==> src/rtl/otp_burn_pkg.sv <==
package otp_burn_pkg;

    localparam int unsigned WORD_W = 16;

    typedef logic [WORD_W-1:0] word_t;

    typedef enum logic [1:0] {
        FC_NONE   = 2'b00,
        FC_LIMIT  = 2'b01,
        FC_UNPROG = 2'b10,
        FC_CHECK  = 2'b11
    } fail_code_e;

    typedef enum logic [3:0] {
        S_IDLE,
        S_MARGIN_ON,
        S_FETCH,
        S_PRE_RD,
        S_SETUP,
        S_PULSE,
        S_HOLD,
        S_VERIFY,
        S_MARGIN_OFF,
        S_CFETCH,
        S_CRD
    } state_e;

    typedef struct packed {
        logic unprog;   // requested word needs a 0 -> 1 change
        logic match;    // cell equals requested word
    } cmp_t;

    // Rounded cycle count for a duration in ns, never below one cycle.
    function automatic int unsigned ns_to_cyc(longint unsigned hz, longint unsigned ns);
        longint unsigned c;
        c = (hz * ns + 64'd500_000_000) / 64'd1_000_000_000;
        if (c == 0) c = 1;
        return int'(c);
    endfunction

    function automatic int unsigned max2(int unsigned a, int unsigned b);
        return (a > b) ? a : b;
    endfunction

endpackage

==> src/rtl/otp_burn_timer.sv <==
module otp_burn_timer #(
    parameter int unsigned TW = 8
) (
    input  logic          clk,
    input  logic          rst,
    input  logic          load_i,
    input  logic [TW-1:0] val_i,
    output logic          zero_o
);
    logic [TW-1:0] cnt_q;

    always_ff @(posedge clk) begin
        if (rst)               cnt_q <= '0;
        else if (load_i)       cnt_q <= val_i;
        else if (cnt_q != '0)  cnt_q <= cnt_q - 1'b1;
    end

    assign zero_o = (cnt_q == '0);

    // every timed window is an uninterrupted countdown
    p_count_down_r2: assert property (@(posedge clk) disable iff (rst)
        (!load_i && cnt_q != '0) |=> (cnt_q == $past(cnt_q) - 1'b1));

endmodule

==> src/rtl/otp_burn_tries.sv <==
module otp_burn_tries #(
    parameter int unsigned MAX_TRIES = 25
) (
    input  logic clk,
    input  logic rst,
    input  logic clr_i,
    input  logic inc_i,
    output logic last_o
);
    localparam int unsigned CW = $clog2(MAX_TRIES + 1);

    logic [CW-1:0] cnt_q;

    always_ff @(posedge clk) begin
        if (rst || clr_i) cnt_q <= '0;
        else if (inc_i)   cnt_q <= cnt_q + 1'b1;
    end

    // the pulse just verified is the last one allowed
    assign last_o = (cnt_q == CW'(MAX_TRIES - 1));

    // retry count never runs past the limit
    p_tries_bound_r4: assert property (@(posedge clk) disable iff (rst)
        cnt_q <= CW'(MAX_TRIES - 1));

endmodule

==> src/rtl/otp_burn_cellcheck.sv <==
module otp_burn_cellcheck
    import otp_burn_pkg::*;
(
    input  word_t want_i,
    input  word_t cell_i,
    output cmp_t  cmp_o
);
    always_comb begin
        cmp_o.unprog = |(want_i & ~cell_i);
        cmp_o.match  = (want_i == cell_i);
    end
endmodule

==> src/rtl/otp_burn_seq.sv <==
module otp_burn_seq
    import otp_burn_pkg::*;
#(
    parameter int unsigned AW        = 8,
    parameter int unsigned CLK_HZ    = 50_000_000,
    parameter int unsigned MAX_TRIES = 25,
    parameter int unsigned PULSE_NS  = 50_000,
    parameter int unsigned SETUP_NS  = 1_000,
    parameter int unsigned HOLD_NS   = 2_000,
    parameter int unsigned SETTLE_NS = 1_000
) (
    input  logic          clk,
    input  logic          rst,
    input  logic          start_i,
    input  logic [AW-1:0] first_addr_i,
    input  logic [AW-1:0] last_addr_i,
    output logic          src_req_o,
    input  logic          src_ack_i,
    input  logic [15:0]   src_data_i,
    output logic          rd_en_o,
    input  logic [15:0]   rd_data_i,
    output logic [AW-1:0] addr_o,
    output logic [15:0]   wdata_o,
    output logic          pulse_o,
    output logic          margin_o,
    output logic          chk_pass_o,
    output logic          busy_o,
    output logic          done_o,
    output logic          fail_o,
    output logic [1:0]    fail_code_o,
    output logic [AW-1:0] fail_addr_o
);
    localparam int unsigned PULSE_CYC  = ns_to_cyc(CLK_HZ, PULSE_NS);
    localparam int unsigned SETUP_CYC  = ns_to_cyc(CLK_HZ, SETUP_NS);
    localparam int unsigned HOLD_CYC   = ns_to_cyc(CLK_HZ, HOLD_NS);
    localparam int unsigned SETTLE_CYC = ns_to_cyc(CLK_HZ, SETTLE_NS);
    localparam int unsigned TMR_MAX    = max2(max2(PULSE_CYC, SETUP_CYC),
                                              max2(HOLD_CYC, SETTLE_CYC));
    localparam int unsigned TW         = $clog2(TMR_MAX + 1);

    state_e     st_q, st_d;
    logic [AW-1:0] addr_q, first_q, last_q, fail_addr_q;
    word_t      wdata_q;
    logic       pass_q, done_q, fail_q;
    fail_code_e code_q, fin_code;

    logic a_first, a_inc, a_wload, t_clr, t_inc, p_set, fin_ok, fin_fail;
    logic tmr_load, tmr_zero, tries_last, at_last, take_start;
    logic [TW-1:0] tmr_val;
    cmp_t cmp;

    assign at_last    = (addr_q == last_q);
    assign take_start = (st_q == S_IDLE) && start_i;

    otp_burn_timer #(.TW(TW)) u_timer (
        .clk(clk), .rst(rst), .load_i(tmr_load), .val_i(tmr_val), .zero_o(tmr_zero)
    );

    otp_burn_tries #(.MAX_TRIES(MAX_TRIES)) u_tries (
        .clk(clk), .rst(rst), .clr_i(t_clr), .inc_i(t_inc), .last_o(tries_last)
    );

    otp_burn_cellcheck u_cmp (
        .want_i(wdata_q), .cell_i(rd_data_i), .cmp_o(cmp)
    );

    function automatic int unsigned state_cycles(state_e s);
        case (s)
            S_MARGIN_ON, S_MARGIN_OFF, S_SETUP: return SETUP_CYC;
            S_PULSE:                            return PULSE_CYC;
            S_HOLD:                             return HOLD_CYC;
            S_PRE_RD, S_VERIFY, S_CRD:          return SETTLE_CYC;
            default:                            return 1;
        endcase
    endfunction

    // next state and datapath actions
    always_comb begin
        st_d     = st_q;
        a_first  = 1'b0;
        a_inc    = 1'b0;
        a_wload  = 1'b0;
        t_clr    = 1'b0;
        t_inc    = 1'b0;
        p_set    = 1'b0;
        fin_ok   = 1'b0;
        fin_fail = 1'b0;
        fin_code = FC_NONE;
        case (st_q)
            S_IDLE:      if (start_i) st_d = S_MARGIN_ON;
            S_MARGIN_ON: if (tmr_zero) st_d = S_FETCH;
            S_FETCH: if (src_ack_i) begin
                a_wload = 1'b1;
                t_clr   = 1'b1;
                st_d    = S_PRE_RD;
            end
            S_PRE_RD: if (tmr_zero) begin
                if (cmp.unprog) begin
                    fin_fail = 1'b1;
                    fin_code = FC_UNPROG;
                    st_d     = S_IDLE;
                end else if (cmp.match) begin
                    if (at_last) st_d = S_MARGIN_OFF;
                    else begin a_inc = 1'b1; st_d = S_FETCH; end
                end else begin
                    st_d = S_SETUP;
                end
            end
            S_SETUP: if (tmr_zero) st_d = S_PULSE;
            S_PULSE: if (tmr_zero) st_d = S_HOLD;
            S_HOLD:  if (tmr_zero) st_d = S_VERIFY;
            S_VERIFY: if (tmr_zero) begin
                if (cmp.match) begin
                    if (at_last) st_d = S_MARGIN_OFF;
                    else begin a_inc = 1'b1; st_d = S_FETCH; end
                end else if (tries_last) begin
                    fin_fail = 1'b1;
                    fin_code = FC_LIMIT;
                    st_d     = S_IDLE;
                end else begin
                    t_inc = 1'b1;
                    st_d  = S_SETUP;
                end
            end
            S_MARGIN_OFF: if (tmr_zero) begin
                a_first = 1'b1;
                st_d    = S_CFETCH;
            end
            S_CFETCH: if (src_ack_i) begin
                a_wload = 1'b1;
                st_d    = S_CRD;
            end
            S_CRD: if (tmr_zero) begin
                if (!cmp.match) begin
                    fin_fail = 1'b1;
                    fin_code = FC_CHECK;
                    st_d     = S_IDLE;
                end else if (!at_last) begin
                    a_inc = 1'b1;
                    st_d  = S_CFETCH;
                end else if (pass_q) begin
                    fin_ok = 1'b1;
                    st_d   = S_IDLE;
                end else begin
                    p_set   = 1'b1;
                    a_first = 1'b1;
                    st_d    = S_CFETCH;
                end
            end
            default: st_d = S_IDLE;
        endcase
    end

    assign tmr_load = (st_d != st_q);
    assign tmr_val  = TW'(state_cycles(st_d) - 1);

    always_ff @(posedge clk) begin
        if (rst) begin
            st_q        <= S_IDLE;
            addr_q      <= '0;
            first_q     <= '0;
            last_q      <= '0;
            wdata_q     <= '0;
            pass_q      <= 1'b0;
            done_q      <= 1'b0;
            fail_q      <= 1'b0;
            code_q      <= FC_NONE;
            fail_addr_q <= '0;
        end else begin
            st_q <= st_d;
            if (take_start) begin
                first_q     <= first_addr_i;
                last_q      <= last_addr_i;
                addr_q      <= first_addr_i;
                pass_q      <= 1'b0;
                done_q      <= 1'b0;
                fail_q      <= 1'b0;
                code_q      <= FC_NONE;
                fail_addr_q <= '0;
            end
            if (a_first)  addr_q  <= first_q;
            if (a_inc)    addr_q  <= addr_q + 1'b1;
            if (a_wload)  wdata_q <= src_data_i;
            if (p_set)    pass_q  <= 1'b1;
            if (fin_ok)   done_q  <= 1'b1;
            if (fin_fail) begin
                fail_q      <= 1'b1;
                code_q      <= fin_code;
                fail_addr_q <= addr_q;
            end
        end
    end

    always_comb begin
        case (st_q)
            S_MARGIN_ON, S_FETCH, S_PRE_RD, S_SETUP,
            S_PULSE, S_HOLD, S_VERIFY: margin_o = 1'b1;
            default:                   margin_o = 1'b0;
        endcase
    end

    assign pulse_o     = (st_q == S_PULSE);
    assign rd_en_o     = (st_q == S_PRE_RD) || (st_q == S_VERIFY) || (st_q == S_CRD);
    assign src_req_o   = (st_q == S_FETCH) || (st_q == S_CFETCH);
    assign busy_o      = (st_q != S_IDLE);
    assign addr_o      = addr_q;
    assign wdata_o     = wdata_q;
    assign chk_pass_o  = pass_q;
    assign done_o      = done_q;
    assign fail_o      = fail_q;
    assign fail_code_o = code_q;
    assign fail_addr_o = fail_addr_q;

    // ---------------- checker state for the timing properties ----------------
    logic [31:0] pulse_run, rd_run;
    logic [15:0] stab_run, since_fall;
    logic [AW-1:0] prev_addr;
    word_t prev_wd;

    always_ff @(posedge clk) begin
        if (rst) begin
            pulse_run  <= '0;
            rd_run     <= '0;
            stab_run   <= '1;
            since_fall <= '1;
            prev_addr  <= '0;
            prev_wd    <= '0;
        end else begin
            pulse_run <= pulse_o ? pulse_run + 1 : '0;
            rd_run    <= rd_en_o ? rd_run + 1 : '0;
            prev_addr <= addr_o;
            prev_wd   <= wdata_o;
            if (addr_o != prev_addr || wdata_o != prev_wd) stab_run <= '0;
            else if (stab_run != '1)                         stab_run <= stab_run + 1'b1;
            if (pulse_o)                 since_fall <= '0;
            else if (since_fall != '1)   since_fall <= since_fall + 1'b1;
        end
    end

    p_pulse_in_margin_r1: assert property (@(posedge clk) disable iff (rst)
        pulse_o |-> margin_o);

    p_pulse_len_r2: assert property (@(posedge clk) disable iff (rst)
        (!pulse_o && pulse_run != 0) |-> (pulse_run == PULSE_CYC));

    p_setup_r3: assert property (@(posedge clk) disable iff (rst)
        $rose(pulse_o) |-> (32'(stab_run) >= SETUP_CYC));

    p_stable_r3: assert property (@(posedge clk) disable iff (rst)
        (pulse_o && $past(pulse_o)) |-> ($stable(addr_o) && $stable(wdata_o)));

    p_hold_r3: assert property (@(posedge clk) disable iff (rst)
        (wdata_o != prev_wd) |-> (32'(since_fall) >= HOLD_CYC));

    p_rd_settle_r9: assert property (@(posedge clk) disable iff (rst)
        (!rd_en_o && rd_run != 0) |-> (rd_run == SETTLE_CYC));

    p_fail_held_r10: assert property (@(posedge clk) disable iff (rst)
        (fail_o && !start_i) |=> (fail_o && $stable(fail_addr_o) && $stable(fail_code_o)));

endmodule

==> config.mk <==
export PLATFORM = sky130hd
export DESIGN_NAME = otp_burn_seq
export DESIGN_NICKNAME = d
export VERILOG_FILES = /design/src/rtl/otp_burn_pkg.sv /design/src/rtl/otp_burn_timer.sv /design/src/rtl/otp_burn_tries.sv /design/src/rtl/otp_burn_cellcheck.sv /design/src/rtl/otp_burn_seq.sv
export SDC_FILE = /design/constraint.sdc
export NUM_CORES = 1
export LEC_CHECK = 0
export BUFFER_PORTS_ARGS = -buffer_cell sky130_fd_sc_hd__buf_2
export CAP_MARGIN = 10
export CORE_MARGIN = 3
export CORE_UTILIZATION = 55
export CTS_CLUSTER_SIZE = 24
export DETAILED_ROUTE_END_ITERATION = 8
export PLACE_DENSITY = 0.79
export SLEW_MARGIN = 20
export SYNTH_ARGS = -nofsm -noshare
export SYNTH_HDL_FRONTEND = slang
export SYNTH_HIERARCHICAL = 1
export SYNTH_SLANG_ARGS = --single-unit
==> constraint.sdc <==
create_clock -name clk -period 4.9 [get_ports clk]
set_clock_uncertainty 0.05 [all_clocks]
set_input_delay 0.49 -clock clk [delete_from_list [all_inputs] [get_ports clk]]
set_output_delay 0.49 -clock clk [all_outputs]
set_load 0.01 [all_outputs]
# Word level (Yosys, flattened, before mapping)

Memories as Yosys holds them, arrays and structs flattened.
Index checks and enable logic that the tools add are counted.

Equality and inequality tests: 14
Bitwise gates (word level): 2
Muxes and demuxes: 75
$add $sub $neg: 4
Reductions and logical operators: 18

Operators by type and width:

| kind                    | number |
|---|---|
| $mux W4                 | 18 |
| $pmux W4 S11            | 1 |
| $mux W8                 | 5 |
| $mux W1                 | 38 |
| $mux W12                | 2 |
| $sub A12 B1 Y12 const B | 2 |
| $and A16 B16 Y16        | 1 |
| $eq A16 B16 Y1          | 1 |
| $eq A4 B3 Y1 const B    | 4 |
| $not A16 Y16            | 1 |
| $reduce_or A16 Y1       | 1 |
| $eq A4 B4 Y1 const B    | 3 |
| $logic_not A12 Y1       | 1 |
| $mux W2                 | 6 |
| $reduce_bool A12 Y1     | 1 |
| $add A8 B1 Y8 const B   | 1 |
| $eq A4 B2 Y1 const B    | 2 |
| $eq A8 B8 Y1            | 1 |
| $reduce_bool A2 Y1      | 4 |
| $reduce_or A7 Y1        | 1 |
| $pmux W2 S3             | 1 |
| $add A5 B1 Y5 const B   | 1 |
| $eq A5 B5 Y1 const B    | 1 |
| $eq A4 B1 Y1 const B    | 1 |
| other kinds (10)        | 15 |

Bits in registers: 74
Memories: 1
Input port bits: 52
Output and inout port bits: 42
ROM bits: 144
Word-level logic and storage cells: 126

Memories:

| memory          | words | width | read ports | clocked after memory_dff | wr ports | line               | RTL |
|---|---|---|---|---|---|---|---|
| (no name shown) | 16    | 9     | 1          | 0                        | 0        | otp_burn_seq.sv:68 | `case (s)` |

# Depth between registers and ports, before layout

An unclocked memory read counts as a cell.

Word-level depth: 9
Gate-level depth with buffers: 19
Mapped depth without buffers: 19

# Cells and area by module

The synthesis kept the hierarchy.

By module, submodules not included:

| module             | area an instance (um^2) | sequential area each (um^2) | cells an instance | instances |
|---|---|---|---|---|
| otp_burn_seq       | 2967.8                  | 1141.1                      | 367               | 1 |
| otp_burn_timer     | 729.4                   | 240.2                       | 93                | 1 |
| otp_burn_cellcheck | 329.1                   | 0.0                         | 42                | 1 |
| otp_burn_tries     | 269.0                   | 100.1                       | 27                | 1 |

# Least setup slack after synthesis

OpenSTA, ideal clock, no wires.

Path type: register to register
From: register u_timer.cnt_q[0]
To: register u_timer.cnt_q[8]
Setup time: 0.086 ns
Data required time: 4.764 ns
Buffers on the path: 1
Setup slack: 1.023 ns
Clock period less this slack: 3.877 ns
Arrival time: 3.741 ns
Cell stages (with the launch flop): 18
Path through: dfxtp_1 > inv_1 > ha_1 > nor3b_1 > nand3_1 > inv_1 > clkbuf_1 > o211ai_1 > a311oi_1 > ha_1 > mux2i_4 > ha_1 > ha_1 > and2b_2 > a21oi_1 > o21ai_0 > inv_1 > a221oi_2

Cells in the longest elaborated chain, start to end: 6
Elaborated cells between the ends (all ways): 18
Classes of those cells: add/sub: 2; eq/ne: 1; mux: 11; reduce/logical: 3; memory: 1

Ends and longest elaborated chain:

| what                                  | line                 | RTL |
|---|---|---|
| from (decl)                           | otp_burn_timer.sv:10 | `logic [TW-1:0] cnt_q;` |
| from (signal assigned)                | otp_burn_timer.sv:14 | `else if (load_i) cnt_q <= val_i;` |
| from (signal assigned)                | otp_burn_timer.sv:15 | `else if (cnt_q != '0) cnt_q <= cnt_q - 1'b1;` |
| $logic_not A12 Y1 (*)                 | otp_burn_timer.sv:18 | `assign zero_o = (cnt_q == '0);` |
| net tmr_zero                          | otp_burn_seq.sv:48   | `logic tmr_load, tmr_zero, tries_last, at_last, take_start;` |
| $mux W4, or another cell as far along | otp_burn_seq.sv:133  | `S_CRD: if (tmr_zero) begin` |
| $pmux W4 S11 (*)                      | otp_burn_seq.sv:89   | `case (st_q)` |
| $mem_v2 Z16 W9 (*)                    | n/a                  |  |
| $sub A12 B1 Y12 (*)                   | otp_burn_seq.sv:155  | `assign tmr_val = TW'(state_cycles(st_d) - 1);` |
| net tmr_val[8]                        | otp_burn_seq.sv:49   | `logic [TW-1:0] tmr_val;` |
| $mux W12 (*)                          | otp_burn_timer.sv:14 |  |

The timed path passes the listed nets; every way through them passes the cells marked *. The select of a mux whose other input is x is not followed.
A chain may end at the register's enable or synchronous reset.

# Worst setup path in the final report

Ends and elaborated chain as after synthesis.

==> run summary <==
The run finished with clean final reports. The cell count of the worst hold path is 3. The signal arrival time at the worst endpoint came out at 4790 ps. TritonCTS built the clock tree. Walking the worst path, the cells encountered are inv_1, ha_1, nor3b_1, buf_4, nand3_1, clkinvlp_4, or2_2, a41oi_1, nand3_1, o21ba_2, inv_2, nor2_1, xor2_1, ha_1, ha_1, and2b_2, a21oi_1, o21ai_0, inv_1, a221oi_2. The floorplan step defined a die boundary enclosing 8910 µm².

The area fraction of the dominant cell type after synthesis came out at 34.5%. Yosys attributes the largest share of cell area to dfxtp_1, ha_1, mux2i_1. The first TritonRoute pass finished after 7 iterations. The share of synthesized flip-flops with an asynchronous set or reset is 0%. The root buffer cell is clkbuf_8.

The cell area after synthesis came out at about 4300 µm². The sum of internal, switching and leakage power is 2.32 mW. The number of antenna-violating nets in the routed design is 0. The cell count after synthesis came out at 529. The detailed-route wire length per cell came out at 15.4 µm. The initial cell density of the core is 58.0%. The total power divided by cell area came out at 464 nW/µm². The number of antenna violations at the first check in global routing came to 0. Sequential cells were found to cover about a third of the synthesized design area. The number of nets in the layout came out at 688. Summed over all layers, the routed wires come to 11,000 µm. Clock tree synthesis found a total of 74 sinks. The largest stage delay on the critical path is 360 ps.

The insertion delay of the later-clocked pin in the worst-skew pair is 350 ps. The critical setup path kind is flop to flop. The number of hold-slack violations in the final timing report is 0. 94 I/O pins were placed.

The leakage power is 2.17 nW. The half-perimeter wire length after detailed placement came out at 7910 µm. The repair_antennas step left the layout with diodes totalling 0. The clock edge transition at the registers on the reported setup and hold paths came out at 80 ps.

The number of distinct standard cells referenced by the synthesized netlist is 68. The worst setup path is captured at a flop. The pre-CTS setup slack came out at roughly 470 ps. The layout filler cell count is 628.

Counting flops and latches in the post-synthesis netlist gives 74. For the pin with the worst max-slew slack, the measured transition is roughly 970 ps. The cell that appears most often on the critical path is ha_1.

The maximum number of pins on one net before global-route repair is approximately 80. The worst path in the final design needs a cycle of about 4600 ps, including I/O delays and setup. The worst register-to-register path has a setup slack of around 320 ps. Max-cap violations in this run came to 0. Of the cells placed in the final design, the portion with a size suffix greater than 1 is 22.7%. Grouping stages by cell kind, the critical path spends the most delay in simple AND/OR/NAND/NOR gates. The data required time at the worst endpoint came out at 5110 ps. The worst-case IR drop observed on VDD is between 200 and 250 µV. From synthesis to final layout, the design area changed by 16.5%. The number of cell instances on the worst register-to-register path came out at 20.

After floorplanning, the core was divided into 31 placement rows. The count of buffering cells on the critical path with inverters included is 5. Dividing the final minimum period by the clock period gives 93.4%. The area of the core is ~7400 µm². The iteration-0 DRC count of the detailed router is 275. The cell depth of the worst setup path came out at 20. The first global-routing pass estimated 17,900 µm of wire.

The die is 94.4 µm tall. The die width came out at 94.4 µm. The worst-case headroom to the max-slew limit came out at about 35%.

The maximum clock frequency came out at 218 MHz. The top fanout value on the critical path came out at 7. Setup violations remaining at the end of the flow were counted as 0. In the routed design, unresolved DRC markers number 0. The final number of max-transition violations is 0.

The path class of the tightest hold or removal check is input pin to flop. The number of buffers created by CTS came out at 9. The library cells used most frequently in the layout, excluding fill and tap cells, are buf_2, dfxtp_1, nand2_1, nor2_1, a21oi_1. Using the TritonRoute via totals, the vias-per-cell ratio works out to 5.72.

The category of the worst setup path launch point is a flop. The count of hold buffers inserted by post-cts repair is 0. In the synthesized netlist the dominant register cell turns out to be dfxtp_1. The largest area contributor in the netlist is dfxtp_1. In this run the deepest clock path goes through 2 buffers. The count of buffers from port buffering is 93. The count of vias placed by the detailed router came out at approximately 4,100. The overflow left after global routing is 0. Routability-driven placement finished with a final weighted congestion of 0.900.

The commonest non-fill, non-tap cell in the layout is buf_2. The utilization of the core after routing came out at between 60% and 70%. The count of synthesis-stage warnings from yosys is 6.

Global routing used 24.9% of the available tracks across all layers. After layout, the worst setup slack is about 320 ps. The slowest library cell on the worst path is dfxtp_1. The total number of H-tree levels is 3. After synthesis, the mean cell area works out to 8.12 µm².

The number of global-route vias before repair came to roughly 3,800. The count of flip-flops with a built-in enable after synthesis is 0.
## worst register-to-register path, delay by kind of cell, from the launching register on
family                     cells  cell delay (ps)
buffers and inverters          5              680
and+or+nand+nor                6             1320
DFF                            1              360
AOI/OAI and AO/OA              5             1030
xor gates and xnor gates       1              360
adders and majority gates      3              690
## state kept, by name, summed over array words and instances, names as in the netlist, 2 cells and up
register	cells
fail_code_o	2
first_q	8
fail_addr_o	8
u_timer/cnt_q	12
addr_o	8
st_q	4
wdata_o	16
last_q	8
u_tries/cnt_q	5
## power breakdown
part	total (mW)	leakage [nW]	switching, mW	internal, mW
Combinational	1.02	1.47	0.597	0.427
Sequential	0.806	0.603	0.116	0.690
Clock	0.492	0.100	0.240	0.252
## synthesized netlist by cell type, drive strengths merged, types with 14 or more instances
cell    instances
clkbuf         18
inv            41
nor2           52
ha             24
mux2i          26
xnor2          14
nand2          63
nor3           15
nand3          22
a21oi          45
dfxtp          74
## cell type report
type	count	area (µm²)	share of cell area, %
Clock buffer	11	141	2.82
Clock inverter	5	60.1	1.20
Inverter	41	158	3.15
Multi-Input combinational cell	385	2520	50.3
Sequential cell	74	1480	29.6
Tap cell	99	124	2.47
Timing Repair Buffer	101	526	10.5
## path summary, 6_finish.rpt
| kind | start | end |
|---|---|---|
| worst max-delay path | u_timer/cnt_q[0] | u_timer/cnt_q[8] |
| worst min-delay path | src_data_i[4] | wdata_o[4] |
| worst max register to register | u_timer/cnt_q[0] | u_timer/cnt_q[8] |
| worst min register to register | first_q[5] | first_q[5] |
## per-stage QoR
step           setup TNS (ps)  cell area (µm²)  hold WS, ps  cells
3_5_place_dp                0             4790          399    698
6_report                    0             5010          320    716
4_1_cts                     0             4990          315    714
5_1_grt                 -7.07             5010          331    716
2_1_floorplan               0             4300          383    530
3_3_place_gp                0             4790          391    698
## logic make-up after synthesis
logic type      Yosys count  synth area share, %
other cells               1               0.0873
compound gates           95                 14.5
simple gates            218                 25.9
flops                    74                 34.5
buf+inv                  71                 7.02
fa+ha+maj                24                 6.99
xor+xnor                 16                 3.61
mux                      30                 7.40
## what timing repair did
item	in CTS	in global routing
setup buffers	0	2
setup endpoints to repair	0	1
gates resized for setup	0	1
## metal layers
| metal | share of wire, % | vias to the layer above | GRT usage, % |
|---|---|---|---|
| li1 | - | 2009 | - |
| met1 | 44 | 1900 | 33.1 |
| met2 | 48 | 162 | 40.8 |
| met3 | 6.5 | 21 | 4.46 |
| met4 | 1.8 | 0 | 8.54 |
| met5 | 0 | - | 0 |
(Power assumes the default switching activity.)
